`src/rtl/irq_agg_pkg.sv`:
```
package irq_agg_pkg;
  parameter int unsigned NUM_CH = 4;
  parameter int unsigned SRC_W  = 4;
  parameter int unsigned CODE_W = 3;
  parameter int unsigned DATA_W = 8;
  parameter int unsigned ADDR_W = 2;

  localparam int unsigned SRC_BITS  = NUM_CH * SRC_W;
  localparam int unsigned CODE_BITS = NUM_CH * CODE_W;
  localparam int unsigned WIDE_BITS = 2 * DATA_W;

  // source bit positions inside one channel's vector
  localparam int unsigned SRC_LINE  = 0;
  localparam int unsigned SRC_RX    = 1;
  localparam int unsigned SRC_TX    = 2;
  localparam int unsigned SRC_MODEM = 3;

  localparam logic [ADDR_W-1:0] ADDR_SUM     = 2'd0;
  localparam logic [ADDR_W-1:0] ADDR_CODE_LO = 2'd1;
  localparam logic [ADDR_W-1:0] ADDR_CODE_HI = 2'd2;

  typedef enum logic [CODE_W-1:0] {
    CODE_NONE  = 3'd0,
    CODE_LINE  = 3'd1,
    CODE_RX    = 3'd2,
    CODE_TX    = 3'd3,
    CODE_MODEM = 3'd4,
    CODE_TIMER = 3'd7
  } srcCode_e;

  typedef struct packed {
    logic setWake;
    logic clrWake;
    logic selSum;
    logic selLo;
    logic selHi;
  } ctlStrobe_t;
endpackage

```
`src/rtl/irq_agg_control.sv`:
```
module irq_agg_control
  import irq_agg_pkg::*;
(
  input  logic              clk,
  input  logic              rstN,
  input  logic [NUM_CH-1:0] chanAsleep,
  input  logic              rdEn,
  input  logic [ADDR_W-1:0] rdAddr,
  output ctlStrobe_t        strobe
);
  logic allAsleep;
  logic prevAllAsleep;

  assign allAsleep = &chanAsleep;

  always_ff @(posedge clk or negedge rstN) begin
    if (!rstN) prevAllAsleep <= 1'b0;
    else       prevAllAsleep <= allAsleep;
  end

  always_comb begin
    strobe         = '0;
    // wake only when the whole device had been asleep
    strobe.setWake = prevAllAsleep & ~allAsleep;
    strobe.selSum  = (rdAddr == ADDR_SUM);
    strobe.selLo   = (rdAddr == ADDR_CODE_LO);
    strobe.selHi   = (rdAddr == ADDR_CODE_HI);
    strobe.clrWake = rdEn & strobe.selSum;
  end
endmodule

```
`src/rtl/irq_agg_datapath.sv`:
```
module irq_agg_datapath
  import irq_agg_pkg::*;
(
  input  logic                 clk,
  input  logic                 rstN,
  input  logic [SRC_BITS-1:0]  chanSrc,
  input  logic                 timerEvt,
  input  ctlStrobe_t           strobe,
  output logic [DATA_W-1:0]    rdData,
  output logic                 irqOut,
  output logic [NUM_CH-1:0]    statSum,
  output logic [CODE_BITS-1:0] statCode,
  output logic                 wakeFlag
);
  logic [NUM_CH-1:0]    nxtSum;
  logic [CODE_BITS-1:0] nxtCode;

  for (genvar c = 0; c < NUM_CH; c++) begin : g_chan
    logic [SRC_W-1:0] src;
    logic             chTmr;
    srcCode_e         code;

    assign src = chanSrc[c*SRC_W +: SRC_W];

    // only channel 0 carries the timer source
    if (c == 0) begin : g_tmr
      assign chTmr = timerEvt;
    end else begin : g_noTmr
      assign chTmr = 1'b0;
    end

    // lowest priority first, later lines override
    always_comb begin
      code = CODE_NONE;
      if (chTmr)          code = CODE_TIMER;
      if (src[SRC_MODEM]) code = CODE_MODEM;
      if (src[SRC_TX])    code = CODE_TX;
      if (src[SRC_RX])    code = CODE_RX;
      if (src[SRC_LINE])  code = CODE_LINE;
    end

    assign nxtSum[c]                   = (|src) | chTmr;
    assign nxtCode[c*CODE_W +: CODE_W] = code;
  end

  always_ff @(posedge clk or negedge rstN) begin
    if (!rstN) begin
      statSum  <= '0;
      statCode <= '0;
      wakeFlag <= 1'b0;
    end else begin
      statSum  <= nxtSum;
      statCode <= nxtCode;
      if (strobe.setWake)      wakeFlag <= 1'b1;
      else if (strobe.clrWake) wakeFlag <= 1'b0;
    end
  end

  logic [WIDE_BITS-1:0] codeWide;
  logic [DATA_W-1:0]    sumWide;

  assign codeWide = {{(WIDE_BITS-CODE_BITS){1'b0}}, statCode};
  assign sumWide  = {{(DATA_W-NUM_CH){1'b0}}, statSum};

  always_comb begin
    if (strobe.selSum)     rdData = sumWide;
    else if (strobe.selLo) rdData = codeWide[DATA_W-1:0];
    else if (strobe.selHi) rdData = codeWide[WIDE_BITS-1:DATA_W];
    else                   rdData = '0;
  end

  assign irqOut = (|statSum) | wakeFlag;
endmodule

```
`src/rtl/irq_agg_top.sv`:
```
module irq_agg_top
  import irq_agg_pkg::*;
(
  input  logic                clk,
  input  logic                rstN,
  input  logic [SRC_BITS-1:0] chanSrc,
  input  logic                timerEvt,
  input  logic [NUM_CH-1:0]   chanAsleep,
  input  logic                rdEn,
  input  logic [ADDR_W-1:0]   rdAddr,
  output logic [DATA_W-1:0]   rdData,
  output logic                irqOut
);
  ctlStrobe_t           strobe;
  logic [NUM_CH-1:0]    statSum;
  logic [CODE_BITS-1:0] statCode;
  logic                 wakeFlag;

  irq_agg_control u_ctl (
    .clk        (clk),
    .rstN       (rstN),
    .chanAsleep (chanAsleep),
    .rdEn       (rdEn),
    .rdAddr     (rdAddr),
    .strobe     (strobe)
  );

  irq_agg_datapath u_dp (
    .clk      (clk),
    .rstN     (rstN),
    .chanSrc  (chanSrc),
    .timerEvt (timerEvt),
    .strobe   (strobe),
    .rdData   (rdData),
    .irqOut   (irqOut),
    .statSum  (statSum),
    .statCode (statCode),
    .wakeFlag (wakeFlag)
  );
endmodule

```
`config.mk`:
```
export PLATFORM = sky130hd
export DESIGN_NAME = irq_agg_top
export DESIGN_NICKNAME = d
export VERILOG_FILES = /design/src/rtl/irq_agg_pkg.sv /design/src/rtl/irq_agg_control.sv /design/src/rtl/irq_agg_datapath.sv /design/src/rtl/irq_agg_top.sv
export SDC_FILE = /design/constraint.sdc
export NUM_CORES = 1
export LEC_CHECK = 0
export ABC_AREA = 1
export BUFFER_PORTS_ARGS = -buffer_cell sky130_fd_sc_hd__buf_2
export CELL_PAD_IN_SITES_DETAIL_PLACEMENT = 0
export CELL_PAD_IN_SITES_GLOBAL_PLACEMENT = 2
export CORE_MARGIN = 2
export CORE_UTILIZATION = 24
export CTS_BUF_LIST = sky130_fd_sc_hd__clkbuf_16
export DETAILED_ROUTE_END_ITERATION = 16
export PLACE_DENSITY_LB_ADDON = 0.1
export SLEW_MARGIN = 10
export SYNTH_ARGS = -nofsm -noshare
export SYNTH_HDL_FRONTEND = slang
export SYNTH_SLANG_ARGS = --single-unit
```
`constraint.sdc`:
```
create_clock -name clk -period 0.8 [get_ports clk]
set_input_delay 0.16 -clock clk [delete_from_list [all_inputs] [get_ports clk]]
set_output_delay 0.16 -clock clk [all_outputs]
set_load 0.005 [all_outputs]
```
# Yosys cells after proc, flatten, opt, wreduce, memory -nomap -nowiden
# Cells that the tools add are included.
totals:
  mem_bits_ro: 0
  ff_bits: 18
  latchBits: 0
  ram_bits: 0
  memories: 0
  in_bits: 26
op_classes:
  reduce_logical: 8
  mul: 0
  add_sub_neg: 0
  bitwise_logic: 5
  n_div: 0
  magnitude_cmp: 0
  n_shift: 0
  eq_ne: 2
  n_mux: 22
ops:
  columns: ["cell", "count"]
  rows:
  - ["two-way mux 3 bit", 17]
  - ["OR reduction 4 bit", 5]
  - ["two-way mux 8 bit", 2]
  - ["two-way mux 4 bit", 1]
  - ["AND reduction 4 bit", 1]
  - ["AND 1 bit", 2]
  - ["== test 2 x 1 -> 1 bit (second input constant)", 1]
  - ["== test 2 bit (second input constant)", 1]
  - ["logical NOT 2 bit", 1]
  - ["two-way mux 1 bit", 2]
  - ["bitwise OR 1 bit", 2]
  - ["nonzero test 2 bit", 1]
  - ["NOT 1 bit", 1]

# Logic depth before layout (Yosys ltp)
logic_depth:
  depth_word: 5
  depth_mapped: 5

# Hierarchy
# From an unflattened synthesis, not the netlist that was laid out.
unflattened:
  cells_unflattened: 116
  hier_area_um2: 879.6
by_module_without_submodules:
  columns: ["module", "cells_each", "area_each_um2", "seq_area_each_um2", "n_inst"]
  rows:
  - ["irq_agg_datapath", 104, 802.0, 425.4, 1]
  - ["irq_agg_control", 12, 77.6, 25.0, 1]

# Worst setup path after synthesis
# Ideal clock, no wire load.
synth_path:
  path_type: "reg2out"
  start: "reg u_dp.statSum[1]"
  end: "out irqOut"
  setup_slack_ps: 43
  stages_incl_launch_ff: 3
  arrival_time_ps: 597
  n_path_buf: 0
  required_time_ps: 640
  path_cell_list: "dfrtp_1 -> nor3_1 -> nand2_1"
synth_via:
  elab_chain_len: 2
synth_lines:
  columns: ["item", "line", "rtl"]
  rows:
  - ["start: declaration", "irq_agg_datapath.sv:11", "output logic [NUM_CH-1:0] statSum,"]
  - ["start signal: assignment", "irq_agg_datapath.sv:52", "statSum <= nxtSum;"]
  - ["OR reduction 4 bit", "irq_agg_datapath.sv:72", "assign irqOut = (|statSum) | wakeFlag;"]
  - ["bitwise OR 1 bit", "irq_agg_datapath.sv:72", null]
  - ["end: declaration", "irq_agg_top.sv:12", "output logic irqOut"]
# No other way between the ends.

# Final worst setup path
layout_path:
  start: "reg u_dp.wakeFlag"
  end: "out irqOut"
layout_via:
  elab_chain_len: 1
layout_lines:
  columns: ["item", "line", "rtl"]
  rows:
  - ["start: declaration", "irq_agg_datapath.sv:13", "output logic wakeFlag"]
  - ["start signal: assignment", "irq_agg_datapath.sv:50", "wakeFlag <= 1'b0;"]
  - ["start signal: assignment", "irq_agg_datapath.sv:54", "if (strobe.setWake) wakeFlag <= 1'b1;"]
  - ["start signal: assignment", "irq_agg_datapath.sv:55", "else if (strobe.clrWake) wakeFlag <= 1'b0;"]
  - ["bitwise OR 1 bit", "irq_agg_datapath.sv:72", null]
# No other way between the ends.

==> run_results.csv <==
group,metric,value,unit
run_status,status,"finished with violations",
run_status,violations,"negative setup slack",
pwr,power_switching,0.4668,mW
grt,antenna_found_initial,0,
setup_path,critPathCaptureType,"output pin",
yosys,yosys.area.top_type_share,0.5687,
timing,fmax,862.3,MHz
setup_path,cpPeakStageDelay,0.38,ns
yosys,syn_nets,125,
setup_path,path_buf_inv,1,
yosys,avgSynthCellArea,8.000,um2
drt,drtPass1Iterations,2,
place,globalplace.congestion,0.7675,
timing,slew_headroom,0.7344,
setup_path,crit_family,"flip-flops",
drt,drc,0,
pwr,switching_share,0.2123,
finish,nFillCells,348,
worst_hold_path,holdPathStages,2,
floorplan,die_x,61.45,um
place,pre_cts_slack,-0.1357,ns
drt,vias,694,
floorplan,die-height,61.45,um
cts,cts_buffers,3,
cts,cts_root_buf,"clkbuf_16",
yosys,synth_area_leader_cell,"dfrtp_1",
pwr,clock_power_share,0.445,
cts,clk_pin_slew,0.05,ns
setup_path,crit_type,"reg2out",
place,place_area,1025,um2
drt,highest_layer,"met4",
grt,grt_max_degree,19,
place,place_inst,178,
setup_path,crit_start,"u_dp.wakeFlag",
pwr,ir_worst_vdd,0.5575,mV
floorplan,initial_core_util,0.2552,
pwr,combPwrFrac,0.112,
setup_path,r2r-end,"u_dp.wakeFlag",
yosys,syn_area,792.0,um2
setup_path,cp.required,0.64,ns
floorplan,die_area,3775,um2
timing,finalHoldViolCount,0,
timing,setup_ws,-0.3597,ns
drt,wl_met2,704,um
floorplan,core_area,3103,um2
finish,multi_input_area,261.5,um2
finish,stdcell_area,1121,um2
timing,period_minus_slack,1.160,ns
worst_hold_path,hp-start,"chanSrc[8]",
drt,routed_via_density,3.792,
drt,detail-route-antenna-nets,0,
cts,clk-insertion-delay-late,0.25,ns
cts,htreeDepth,1,
yosys,ys_ff_latch,18,
setup_path,cp-start-kind,"flop",
timing,skew,0.000001193,ns
timing,fin_crit_sh,1.450,
timing,timing.hold.ws,0.07372,ns
floorplan,rows,20,
timing,drv_slew,0,
drt,wl_met1,749,um
timing,rsz0062_at_grt,"true",
setup_path,rr_startpoint,"u_dp.wakeFlag",
finish,drive_above_1_share,0.3165,
worst_hold_path,worst_hold_path_type,"in2reg",
finish,regArea,450.4,um2
pwr,powerDensity,1961,nW/um2
yosys,ys_top_cells_by_area,"dfrtp_1 (57%), nand2_1 (10%), inv_1 (9.5%)",
drt,drt_iter0_markers,20,
timing,setup_viol,9,
finish,num_antenna_cells,0,
cts,cts_buffer_depth,2,
place,io_buffers,34,
setup_path,reg2regPathDepth,2,
grt,grt-ovfl-total,0,
drt,wire_per_inst,8.760,um
job,drv_cap,0,
finish,area_growth,41.55,%
pwr,power.internal,1.732,mW
timing,tightest_slew,0.3984,ns
grt,grt_pass1_vias,616,
setup_path,worst-r2r-setup-slack,0.18,ns
drt,wl_met3,100,um
yosys,ys_seq_area_frac,0.5687,
floorplan,ios,35,
place,hpwl,1303,um
yosys,ys_types,12,
cts,cts_sinks,18,
yosys,syn_inst,99,
grt,grt_pass1_wl,2580,um
pwr,total_power,2.198,mW
pwr,p_leak,0.6171,nW
finish,final_cell_count_no_fill,183,
cts,post_cts_buffers,0,
setup_path,cp.arrival,1.00,ns
setup_path,crit_fanout,2,
cts,cts_tree,"done",
yosys,yosysWarnings,0,
finish,final_nets,166,
drt,finalWirelength,1603,um
setup_path,crit_chain,"nor3_1, nand2_1, buf_2",
worst_hold_path,min_to,"u_dp.statCode[7]",
grt,grt.total_usage,0.09766,
setup_path,slowest_stage,"dfrtp_1",
pwr,p_seq_frac,0.443,
-- registers in the layout, indices dropped and copies added, names as in the netlist --
name	count
u_dp.statCode	12
u_dp.statSum	4
u_ctl.prevAllAsleep	1
u_dp.wakeFlag	1
-- worst max path at each step --
| stage | to | slack [ns] | cells past startpoint |
|---|---|---|---|
| after global routing | irqOut | -0.40 | 3 |
| after floorplan | irqOut | 0.04 | 2 |
| after CTS | irqOut | -0.37 | 3 |
| after global placement | irqOut | -0.13 | 3 |
| after detailed placement | rdData[1] | -0.14 | 5 |
| final | irqOut | -0.36 | 3 |
-- what timing repair did --
action                     CTS  global route
hold buffers                 1             0
hold endpoints to repair    18             0
setup endpoints to repair    9             9
pin swaps                   10             7
gates resized for setup      0             3
-- power by group through the flow --
stage / logic (mW) / clock network, mW / registers (mW)
2_1_floorplan: 0.109 / 0 / 0.984
3_3_place_gp: 0.241 / 0 / 0.990
3_5_place_dp: 0.244 / 0 / 0.990
4_1_cts: 0.249 / 1.02 / 0.974
5_1_grt: 0.286 / 1.06 / 0.977
6_report: 0.246 / 0.978 / 0.975
-- metal layers --
metal / GRT usage / vias up
met1: 0.1141 / 289
met3: 0.02731 / 5
met2: 0.1520 / 24
met5: 0 / -
met4: 0.07295 / 0
li1: - / 376
-- synth_stat cells --
library cell  number
nor3_1             1
inv_2              2
o21ai_0            4
inv_1             20
a21oi_1            1
dfrtp_1           18
nand3_1           14
nor2_2             1
nand2_2            1
nand2_1           21
nor2_1            15
nor2_4             1
-- cell usage in the layout (no fill, tap or decap), types with 2 or more instances in the layout --
cell,synthesis,routed
nor2_2,1,2
nand2_1,21,21
clkbuf_16,0,3
dfrtp_1,18,18
o21ai_0,4,4
buf_4,0,2
buf_2,0,33
inv_1,20,20
nor2_1,15,14
nand3_1,14,14
-- metrics by stage --
stage,setup TNS (ns),util
floorplan,0,-
global placement,-1.145,0.3302
detailed placement,-1.169,0.3302
CTS,-2.039,0.3589
global route,-2.370,0.3613
finish,-1.948,0.3613
-- cell type report --
cell class,count,area share
inverters,22,0.07589
clock buffers,3,0.06696
clock inverters,1,0.003348
well taps,44,0.04911
repair buffers,36,0.1696
multi-input cells,59,0.2333
flip-flops and latches,18,0.4018
-- cell families after synthesis --
logic type	share of synthesized area
simple gates	0.2954
buf+inv	0.1043
flops	0.5687
compound gates	0.03159
Power figures use the tool's default switching activity.
